==> src/rtl/dmasel_pkg.sv <==
package dmasel_pkg;
  localparam int CAUSE_W = 4;
  localparam int NUM_SRC = 16;
  localparam int REG_W   = 8;
  localparam int BIT_SW  = 7;
  localparam int BIT_EXP = 6;

  typedef enum logic [CAUSE_W-1:0] {
    CS_PIN_FALL  = 4'd0,
    CS_SOFT      = 4'd1,
    CS_TA0       = 4'd2,
    CS_TA1       = 4'd3,
    CS_TA2       = 4'd4,
    CS_TA3_SIO3  = 4'd5,
    CS_TA4_SIO4  = 4'd6,
    CS_TB0_PIN2E = 4'd7,
    CS_TB1       = 4'd8,
    CS_TB2       = 4'd9,
    CS_U0TX      = 4'd10,
    CS_U0RX      = 4'd11,
    CS_U2TX      = 4'd12,
    CS_U2RX      = 4'd13,
    CS_ADC       = 4'd14,
    CS_U1TX      = 4'd15
  } cause_e;

  // positions in the packed strobe vector
  localparam int SRC_TA0  = 0;
  localparam int SRC_TA1  = 1;
  localparam int SRC_TA2  = 2;
  localparam int SRC_TA3  = 3;
  localparam int SRC_TA4  = 4;
  localparam int SRC_TB0  = 5;
  localparam int SRC_TB1  = 6;
  localparam int SRC_TB2  = 7;
  localparam int SRC_U0TX = 8;
  localparam int SRC_U0RX = 9;
  localparam int SRC_U2TX = 10;
  localparam int SRC_U2RX = 11;
  localparam int SRC_ADC  = 12;
  localparam int SRC_U1TX = 13;
  localparam int SRC_SIO3 = 14;
  localparam int SRC_SIO4 = 15;

  typedef struct packed {
    logic   expand;
    cause_e cause;
  } cfg_t;
endpackage

==> src/rtl/dmasel_cfg_reg.sv <==
module dmasel_cfg_reg
  import dmasel_pkg::*;
(
  input  logic             clk,
  input  logic             rst_n,
  input  logic             wr_en,
  input  logic [REG_W-1:0] wdata,
  output cfg_t             cfg,
  output logic             sw_hit,
  output logic [REG_W-1:0] rdata
);
  cfg_t cfg_q;
  cfg_t cfg_d;
  logic unused_wbits;

  assign unused_wbits = &{1'b0, wdata[5:4]};

  always_comb begin
    cfg_d.expand = wdata[BIT_EXP];
    cfg_d.cause  = cause_e'(wdata[CAUSE_W-1:0]);
  end

  always_ff @(posedge clk or negedge rst_n) begin
    if (!rst_n)     cfg_q <= '0;
    else if (wr_en) cfg_q <= cfg_d;
  end

  // software trigger judged on the cause carried by the same write
  always_comb begin
    sw_hit = wr_en && wdata[BIT_SW] && (wdata[CAUSE_W-1:0] == CS_SOFT);
  end

  always_comb begin
    rdata                = '0;
    rdata[CAUSE_W-1:0]   = cfg_q.cause;
    rdata[BIT_EXP]       = cfg_q.expand;
  end

  assign cfg = cfg_q;
endmodule

==> src/rtl/dmasel_pin_edge.sv <==
module dmasel_pin_edge #(
  parameter int   SYNC_STAGES = 2,
  parameter logic PIN_IDLE    = 1'b1
) (
  input  logic clk,
  input  logic rst_n,
  input  logic pin,
  output logic fall,
  output logic any_edge
);
  localparam int LAST = SYNC_STAGES - 1;

  logic [SYNC_STAGES-1:0] sync_q;
  logic                   prev_q;

  generate
    for (genvar i = 0; i < SYNC_STAGES; i++) begin : g_sync
      logic stage_d;
      if (i == 0) begin : g_first
        assign stage_d = pin;
      end else begin : g_next
        assign stage_d = sync_q[i-1];
      end
      always_ff @(posedge clk or negedge rst_n) begin
        if (!rst_n) sync_q[i] <= PIN_IDLE;
        else        sync_q[i] <= stage_d;
      end
    end
  endgenerate

  always_ff @(posedge clk or negedge rst_n) begin
    if (!rst_n) prev_q <= PIN_IDLE;
    else        prev_q <= sync_q[LAST];
  end

  always_comb begin
    fall     = prev_q & ~sync_q[LAST];
    any_edge = prev_q ^ sync_q[LAST];
  end
endmodule

==> src/rtl/dmasel_src_sel.sv <==
module dmasel_src_sel
  import dmasel_pkg::*;
(
  input  logic               clk,
  input  logic               rst_n,
  input  cfg_t               cfg,
  input  logic [NUM_SRC-1:0] strb,
  input  logic               pin_fall,
  input  logic               pin_any,
  input  logic               sw_hit,
  output logic               req
);
  logic [NUM_SRC-1:0] strb_q;
  logic [NUM_SRC-1:0] rise;
  logic               req_d;
  logic               req_q;

  generate
    for (genvar s = 0; s < NUM_SRC; s++) begin : g_edge
      always_ff @(posedge clk or negedge rst_n) begin
        if (!rst_n) strb_q[s] <= 1'b0;
        else        strb_q[s] <= strb[s];
      end
      assign rise[s] = strb[s] & ~strb_q[s];
    end
  endgenerate

  always_comb begin
    req_d = 1'b0;
    unique case (cfg.cause)
      CS_PIN_FALL:  req_d = pin_fall;
      CS_SOFT:      req_d = 1'b0;
      CS_TA0:       req_d = rise[SRC_TA0];
      CS_TA1:       req_d = rise[SRC_TA1];
      CS_TA2:       req_d = rise[SRC_TA2];
      CS_TA3_SIO3:  req_d = cfg.expand ? rise[SRC_SIO3] : rise[SRC_TA3];
      CS_TA4_SIO4:  req_d = cfg.expand ? rise[SRC_SIO4] : rise[SRC_TA4];
      CS_TB0_PIN2E: req_d = cfg.expand ? pin_any        : rise[SRC_TB0];
      CS_TB1:       req_d = rise[SRC_TB1];
      CS_TB2:       req_d = rise[SRC_TB2];
      CS_U0TX:      req_d = rise[SRC_U0TX];
      CS_U0RX:      req_d = rise[SRC_U0RX];
      CS_U2TX:      req_d = rise[SRC_U2TX];
      CS_U2RX:      req_d = rise[SRC_U2RX];
      CS_ADC:       req_d = rise[SRC_ADC];
      CS_U1TX:      req_d = rise[SRC_U1TX];
      default:      req_d = 1'b0;
    endcase
    req_d = req_d | sw_hit;
  end

  always_ff @(posedge clk or negedge rst_n) begin
    if (!rst_n) req_q <= 1'b0;
    else        req_q <= req_d;
  end

  assign req = req_q;
endmodule

==> src/rtl/dmasel_top.sv <==
module dmasel_top
  import dmasel_pkg::*;
#(
  parameter int   SYNC_STAGES = 2,
  parameter logic PIN_IDLE    = 1'b1
) (
  input  logic       clk,
  input  logic       rst_n,
  input  logic       reg_wr,
  input  logic [7:0] reg_wdata,
  output logic [7:0] reg_rdata,
  input  logic [4:0] tmr_a_irq,
  input  logic [2:0] tmr_b_irq,
  input  logic [2:0] uart_tx_irq,
  input  logic [1:0] uart_rx_irq,
  input  logic [1:0] sio_irq,
  input  logic       adc_irq,
  input  logic       ext_pin,
  output logic       dma_req
);
  cfg_t               cfg;
  logic               sw_hit;
  logic               pin_fall;
  logic               pin_any;
  logic [NUM_SRC-1:0] strb;

  assign strb = {sio_irq[1], sio_irq[0], uart_tx_irq[1], adc_irq,
                 uart_rx_irq[1], uart_tx_irq[2], uart_rx_irq[0], uart_tx_irq[0],
                 tmr_b_irq, tmr_a_irq};

  dmasel_cfg_reg u_cfg (
    .clk    (clk),
    .rst_n  (rst_n),
    .wr_en  (reg_wr),
    .wdata  (reg_wdata),
    .cfg    (cfg),
    .sw_hit (sw_hit),
    .rdata  (reg_rdata)
  );

  dmasel_pin_edge #(
    .SYNC_STAGES (SYNC_STAGES),
    .PIN_IDLE    (PIN_IDLE)
  ) u_pin (
    .clk      (clk),
    .rst_n    (rst_n),
    .pin      (ext_pin),
    .fall     (pin_fall),
    .any_edge (pin_any)
  );

  dmasel_src_sel u_sel (
    .clk      (clk),
    .rst_n    (rst_n),
    .cfg      (cfg),
    .strb     (strb),
    .pin_fall (pin_fall),
    .pin_any  (pin_any),
    .sw_hit   (sw_hit),
    .req      (dma_req)
  );
endmodule

==> config.mk <==
export PLATFORM = sky130hd
export DESIGN_NAME = dmasel_top
export DESIGN_NICKNAME = d
export VERILOG_FILES = /design/src/rtl/dmasel_pkg.sv /design/src/rtl/dmasel_cfg_reg.sv /design/src/rtl/dmasel_pin_edge.sv /design/src/rtl/dmasel_src_sel.sv /design/src/rtl/dmasel_top.sv
export SDC_FILE = /design/constraint.sdc
export NUM_CORES = 1
export LEC_CHECK = 0
export BUFFER_PORTS_ARGS = -buffer_cell sky130_fd_sc_hd__buf_2
export CAP_MARGIN = 20
export CELL_PAD_IN_SITES_DETAIL_PLACEMENT = 0
export CELL_PAD_IN_SITES_GLOBAL_PLACEMENT = 1
export CORE_AREA = 5 5 65 67
export CTS_BUF_LIST = sky130_fd_sc_hd__clkbuf_8
export DETAILED_ROUTE_END_ITERATION = 8
export DIE_AREA = 0 0 70 72
export GPL_TIMING_DRIVEN = 0
export PLACE_DENSITY_LB_ADDON = 0.1
export REMOVE_ABC_BUFFERS = 1
export SLEW_MARGIN = 20
export SYNTH_ARGS = -nofsm -noshare
export SYNTH_HDL_FRONTEND = slang
export SYNTH_SLANG_ARGS = --single-unit
==> constraint.sdc <==
create_clock -name clk -period 3.57 [get_ports clk]
set_clock_uncertainty 0.05 [all_clocks]
set_input_delay 0.1785 -clock clk [delete_from_list [all_inputs] [get_ports clk]]
set_output_delay 0.1785 -clock clk [all_outputs]
set_load 0.02 [all_outputs]
==> results of run 1 <==
==> power by group <==
| part | switching, mW | internal, mW | total, mW | leakage, nW |
|---|---|---|---|---|
| Combinational | 0.0410 | 0.0479 | 0.0890 | 0.318 |
| Sequential | 0.0209 | 0.303 | 0.324 | 0.289 |
| Clock | 0.0839 | 0.0778 | 0.162 | 0.0255 |
==> timing repair <==
item                       CTS  global route
hold buffers                18             0
hold endpoints to repair    39             0
setup endpoints to repair    0             0
==> final cells by class <==
| type | instances | area share |
|---|---|---|
| multi-input combinational | 44 | 0.241 |
| clock buffer | 3 | 0.0289 |
| clock inverter | 1 | 0.00351 |
| inverter | 3 | 0.00789 |
| tap | 48 | 0.0421 |
| timing repair buffer | 49 | 0.235 |
| sequential | 25 | 0.441 |
==> state kept, by name, indices dropped and copies added (netlist names) <==
| signal | count |
|---|---|
| u_sel.strb_q | 16 |
| u_pin.g_sync.stage_d | 1 |
| u_pin.sync_q | 1 |
| u_sel.req | 1 |
| u_cfg.cfg | 5 |
| u_pin.prev_q | 1 |
==> cell usage in the layout (no fill, tap or decap), drive strengths merged, types with 3 or more instances in the layout <==
| cell | instances |
|---|---|
| buf | 31 |
| clkbuf | 3 |
| conb | 3 |
| dfrtp | 22 |
| dfstp | 3 |
| dlygate4sd3 | 18 |
| inv | 3 |
| mux2 | 5 |
| nand3b | 3 |
| nor2 | 4 |
| or3b | 3 |
==> logic make-up (layout without fill, tap and decap cells) <==
group | count (synthesis) | after routing | synth area share
compound gates | 12 | 12 | 0.0989
fa+ha+maj | 1 | 1 | 0.0122
buf+inv | 10 | 56 | 0.0574
flops | 25 | 25 | 0.614
mux | 5 | 5 | 0.0549
other cells | 1 | 3 | 0.00366
simple gates | 23 | 23 | 0.159
==> worst max-delay path: cells and delay by family (launching register included) <==
kind,cells,cell delay (ns)
simple gates,2,0.64
flops,1,0.54
compound gates,2,0.34
==> metal layers <==
| layer | up-vias | routed length [microns] |
|---|---|---|
| met3 | 2 | 199 |
| met5 | - | 0 |
| met1 | 357 | 1070 |
| met2 | 26 | 999 |
| met4 | 0 | 18 |
| li1 | 371 | - |
==> path summary, 6_finish.rpt <==
path                                                         from                         to  slack [ns]  cells past startpoint
worst max-delay path                     u_cfg.cfg[0]$_DFFE_PN0P_        u_sel.req$_DFF_PN0_        1.94                      4
worst min-delay path                                 reg_wdata[6]   u_cfg.cfg[4]$_DFFE_PN0P_        0.09                      2
worst max register to register           u_cfg.cfg[0]$_DFFE_PN0P_        u_sel.req$_DFF_PN0_        1.94                      4
worst min register to register  u_pin.g_sync[1].stage_d$_DFF_PN1_  u_pin.sync_q[1]$_DFF_PN1_        0.31                      0
max in group asynchronous                                   rst_n     u_pin.prev_q$_DFF_PN1_        2.72                      2
min in group asynchronous                                   rst_n  u_sel.strb_q[4]$_DFF_PN0_        0.38                      2
==> impl_metrics.yaml, run 1 <==
critical_path:
  critPathCaptureType: "register"
  cp.required_ns: 3.72
  crit_slowest_cell: "dfrtp_1"
  crit_chain: "or3b_2 -> a211oi_1 -> a311oi_1 -> nand4_1"
  critPathMaxStageDelay_ns: 0.54
  crit_path_start_kind: "register"
  critPathMaxFanout: 13
  worstSetupPathType: "reg2reg"
  worstPathArrival_ns: 1.78
global_route:
  use_met1: 0.135
  overflow: 0
  busiest_layer: "met2"
  grt_pass1_vias: 838
  antenna_found_initial: 0
  grt_start_max_net_pins: 26
  met3_usage: 0.0429
  grt_usage: 0.102
  grt_pass1_wl_microns: 4060
  grtUsageMet2: 0.154
die:
  die_w_microns: 70
  dieArea_sq_um: 5040
  ios: 37
  row_count: 22
  start_util: 0.286
  core_area_sq_um: 3580
  die_h_microns: 72
timing:
  fin_crit_ns: 1.63
  finalCritPeriodShare: 0.456
  slew_viol_final: 0
  fin_ws_ns: 1.94
  setup_tns_ns: 0
  max-slew-margin-rel: 0.628
  rsz0062_at_grt: "false"
  hold_viol: 0
  tightest_slew_ns: 0.558
  final-setup-viol-count: 0
  hold_slack_ns: 0.0910
  max_freq_mhz: 615
clock_tree:
  clk_pin_slew_ns: 0.08
  tritoncts: "built"
  cts-resized-gates: 0
  post-cts-setup-buffer-count: 0
  cts_root_buf: "clkbuf_8"
  cts.path.max_buffers: 2
  htreeDepth: 1
  cts_buffers: 3
  cts_sinks: 25
  worstSkewPairLatency_ns: 0.26
final_layout:
  multi_input_area_sq_um: 344
  drive_gt1_frac: 0.384
  fill_cells: 372
  area_growth_pct: 39.2
  final-seq-area_sq_um: 629
  final_cell_area_sq_um: 1430
  fin_cells: 173
  diodes: 0
  final_util: 0.399
  fin_nets: 155
logic_synthesis:
  ys_seq_elements: 25
  synth_edf_count: 0
  yosysTopAreaCellShare: 0.537
  yosys_most_used_dff: "dfrtp_1"
  yosys_warnings: 0
  synth.most_common_cell: "dfrtp_1"
  synth_cell_type_count: 37
  avgSynthCellArea_sq_um: 13.3
  synthCells: 77
  synth_area_leaders: "dfrtp_1 54%, dfstp_2 7.7%, mux2_2 5.5%"
  yosys.area.top_type: "dfrtp_1"
  synth_common_cells: "22 x dfrtp_1, 5 x mux2_2, 4 x nor2_1"
  ys_async_sr_fraction: 1.00
  synth-seq-area-share: 0.614
  syn-cell-area_sq_um: 1020
placed_design:
  gp_congestion: 0.692
  dpl-instance-area_sq_um: 1200
  portBuffers: 31
  post-place-cells: 151
  pre_cts_slack_ns: 1.97
  hpwlAfterDp_microns: 1580
power_and_ir_drop:
  power.density_nw_per_um2: 403
  p_total_mw: 0.574
  irDropWorstVdd_mv: 0.228
  leakagePower_nw: 0.633
routing:
  num_vias: 756
  drt_iter0_markers: 27
  wirelength_microns: 2290
  remaining_drc_errors: 0
  viasPerCell: 4.37
  avgRoutedWirePerCell_microns: 13.2
  dr.pass1.iters: 4
  antenna_left: 0
worst_hold_path:
  hold_path_class: "in2reg"
flow_run:
  max_cap_viol_count: 0
status:
  status: "finished, final reports clean"
Note: power is estimated with default switching activity, not from simulation.
==> inputs of run 2 (changes only) <==
--- a/config.mk
+++ b/config.mk
@@ -5,14 +5,15 @@
 export SDC_FILE = /design/constraint.sdc
 export NUM_CORES = 1
 export LEC_CHECK = 0
+export ABC_AREA = 1
 export BUFFER_PORTS_ARGS = -buffer_cell sky130_fd_sc_hd__buf_2
 export CAP_MARGIN = 20
 export CELL_PAD_IN_SITES_DETAIL_PLACEMENT = 0
 export CELL_PAD_IN_SITES_GLOBAL_PLACEMENT = 1
-export CORE_AREA = 5 5 65 67
+export CORE_AREA = 5 5 66 68
 export CTS_BUF_LIST = sky130_fd_sc_hd__clkbuf_8
 export DETAILED_ROUTE_END_ITERATION = 8
-export DIE_AREA = 0 0 70 72
+export DIE_AREA = 0 0 71 73
 export GPL_TIMING_DRIVEN = 0
 export PLACE_DENSITY_LB_ADDON = 0.1
 export REMOVE_ABC_BUFFERS = 1
==> constraint.sdc (replaced) <==
create_clock -name clk -period 1.7 [get_ports clk]
set_clock_uncertainty 0.05 [all_clocks]
set_input_delay 0.085 -clock clk [delete_from_list [all_inputs] [get_ports clk]]
set_output_delay 0.085 -clock clk [all_outputs]
set_load 0.02 [all_outputs]
==> run 2 against run 1 <==
  * Synthesized cell count grew 68%
  * Register-to-register slack lost 1.6 ns
  * Area after synthesis grew 5.1%
  * Sequential share of layout area shrank 3.0 points
  * Clock power grew 120%
  * Critical path type unchanged
  * Die area grew 2.8%
  * Sequential power grew 100%
  * Cell count grew 35%
  * Critical path depth grew 3
  * Largest power group unchanged
  * Flip-flop and latch count is the same
  * Global-route usage shrank 0.34 points
==> impl_metrics.yaml, run 2 <==
die:
  die_h_microns: 73
  core_area_sq_um: 3800
  row_count: 23
  dieArea_sq_um: 5180
  die_w_microns: 71
  start_util: 0.284
  ios: 37
routing:
  num_vias: 929
  wirelength_microns: 2430
  viasPerCell: 3.99
  antenna_left: 0
  dr.pass1.iters: 4
  drt_iter0_markers: 24
  avgRoutedWirePerCell_microns: 10.4
  remaining_drc_errors: 0
placed_design:
  portBuffers: 31
  gp_congestion: 0.696
  hpwlAfterDp_microns: 1850
  post-place-cells: 208
logic_synthesis:
  synthCells: 129
  syn-cell-area_sq_um: 1080
  yosysTopAreaCellShare: 0.511
  avgSynthCellArea_sq_um: 8.35
  synth-seq-area-share: 0.584
  synth.most_common_cell: "nand2_1"
  synth_cell_type_count: 16
  yosys_most_used_dff: "dfrtp_1"
  synth_edf_count: 0
  yosys_warnings: 0
  synth_common_cells: "39 x nand2_1, 22 x dfrtp_1, 22 x inv_1"
  ys_async_sr_fraction: 1.00
  yosys.area.top_type: "dfrtp_1"
  ys_seq_elements: 25
  synth_area_leaders: "dfrtp_1 51%, nand2_1 14%, inv_1 7.7%"
critical_path:
  worstSetupPathType: "reg2reg"
  crit_path_start: "u_pin.sync_q[1]$_DFF_PN1_"
  crit_slowest_cell: "dfstp_2"
  critPathMaxFanout: 2
  critPathMaxStageDelay_ns: 0.54
  crit_path_start_kind: "register"
  critPathCaptureType: "register"
  crit_chain: "inv_1 -> ha_1 -> nand2_1 -> nand3_1 -> nand2_1 -> nor2_1 -> nand4_1"
  r2r_start: "u_pin.sync_q[1]$_DFF_PN1_"
  worstPathArrival_ns: 1.49
  crit_top_cell: "nand2_1"
  cp.required_ns: 1.80
clock_tree:
  tritoncts: "built"
  worstSkewPairLatency_ns: 0.27
  cts_root_buf: "clkbuf_8"
  clk_pin_slew_ns: 0.09
  cts.path.max_buffers: 2
  cts_buffers: 3
  htreeDepth: 1
  cts_sinks: 25
worst_hold_path:
  hold_path_class: "in2reg"
  min_from: "reg_wdata[0]"
timing:
  final-setup-viol-count: 0
  max_freq_mhz: 718
  finalCritPeriodShare: 0.819
  hold_slack_ns: 0.00539
  hold_viol: 0
  rsz0062_at_grt: "false"
  setup_tns_ns: 0
  fin_crit_ns: 1.39
  tightest_slew_ns: 0.563
  max-slew-margin-rel: 0.625
  slew_viol_final: 0
final_layout:
  drive_gt1_frac: 0.219
  regMostFlops: "u_sel.strb_q"
  largest_register_ffs: 16
  diodes: 0
  area_growth_pct: 42.2
  fill_cells: 423
  fin_nets: 213
  final_cell_mix: "39 x nand2_1, 31 x buf_2, 22 x inv_1, 22 x dfrtp_1, 21 x dlygate4sd3_1"
  layout_commonest_cell: "nand2_1"
  fin_cells: 233
global_route:
  grt_usage: 0.0984
  grt_pass1_vias: 950
  grt_start_max_net_pins: 26
  overflow: 0
  antenna_found_initial: 0
  grt_pass1_wl_microns: 4040
power_and_ir_drop:
  power.density_nw_per_um2: 798
  irDropWorstVdd_mv: 0.257
  leakagePower_nw: 0.837
flow_run:
  max_cap_viol_count: 0
status:
  status: "finished, final reports clean"
==> run 2: logic make-up (layout without fill, tap and decap cells) <==
group	count (synthesis)	in the layout	synth area share
compound gates	6	6	0.0279
fa+ha+maj	1	1	0.0116
buf+inv	27	79	0.106
flops	25	25	0.584
other cells	1	3	0.00348
simple gates	69	69	0.267
==> run 2: metal layers <==
metal	up-vias	track usage	wire (microns)
met2	17	0.174	1210
met5	-	0	0
li1	487	-	-
met3	2	0.0193	123
met4	0	0.0376	20
met1	423	0.118	1070
==> run 2: critical path, delay by kind of cell (launching register included) <==
family                   cells  cell delay [ns]
adder cells (fa/ha/maj)      1             0.26
AND/OR/NAND/NOR              5             0.38
buffers and inverters        1             0.04
flip-flops                   1             0.54
==> run 2: layout make-up <==
class                           count  area (sq um)  area share
Clock buffer                        3          41.3      0.0270
Clock inverter                      1          5.00     0.00327
Inverter                           23          86.3      0.0564
Multi-Input combinational cell     79           342       0.223
Sequential cell                    25           629       0.411
Tap cell                           50          62.6      0.0408
Timing Repair Buffer               52           365       0.239
==> run 2: final timing paths <==
check                                            end  slack (ns)  cells past startpoint
max                              u_sel.req$_DFF_PN0_        0.31                      7
min                         u_cfg.cfg[0]$_DFFE_PN0P_       0.005                      3
max reg2reg                      u_sel.req$_DFF_PN0_        0.31                      7
min reg2reg                u_pin.sync_q[1]$_DFF_PN1_        0.31                      0
max in group asynchronous     u_pin.prev_q$_DFF_PN1_        0.94                      2
min in group asynchronous   u_cfg.cfg[0]$_DFFE_PN0P_        0.29                      2
==> run 2: metrics by stage <==
stage               power, mW  utilization  cell area, sq um  setup WS (ns)
floorplan               0.758            -              1060          0.417
global placement        0.844        0.336              1270          0.300
detailed placement      0.846        0.336              1270          0.295
CTS                      1.25        0.403              1530          0.282
global route             1.30        0.403              1530          0.218
finish                   1.22        0.403              1530          0.307
==> run 2: repair_timing <==
item                      in CTS  in global routing
hold endpoints to repair      42                  0
hold buffers                  21                  0
resized for setup              0                  0
setup buffers                  0                  0
==> run 2: power by group <==
part / internal, mW / total, mW / switching (mW)
clock network: 0.164 / 0.357 / 0.193
registers: 0.635 / 0.658 / 0.0235
logic: 0.0921 / 0.207 / 0.115
total: 0.891 / 1.22 / 0.331
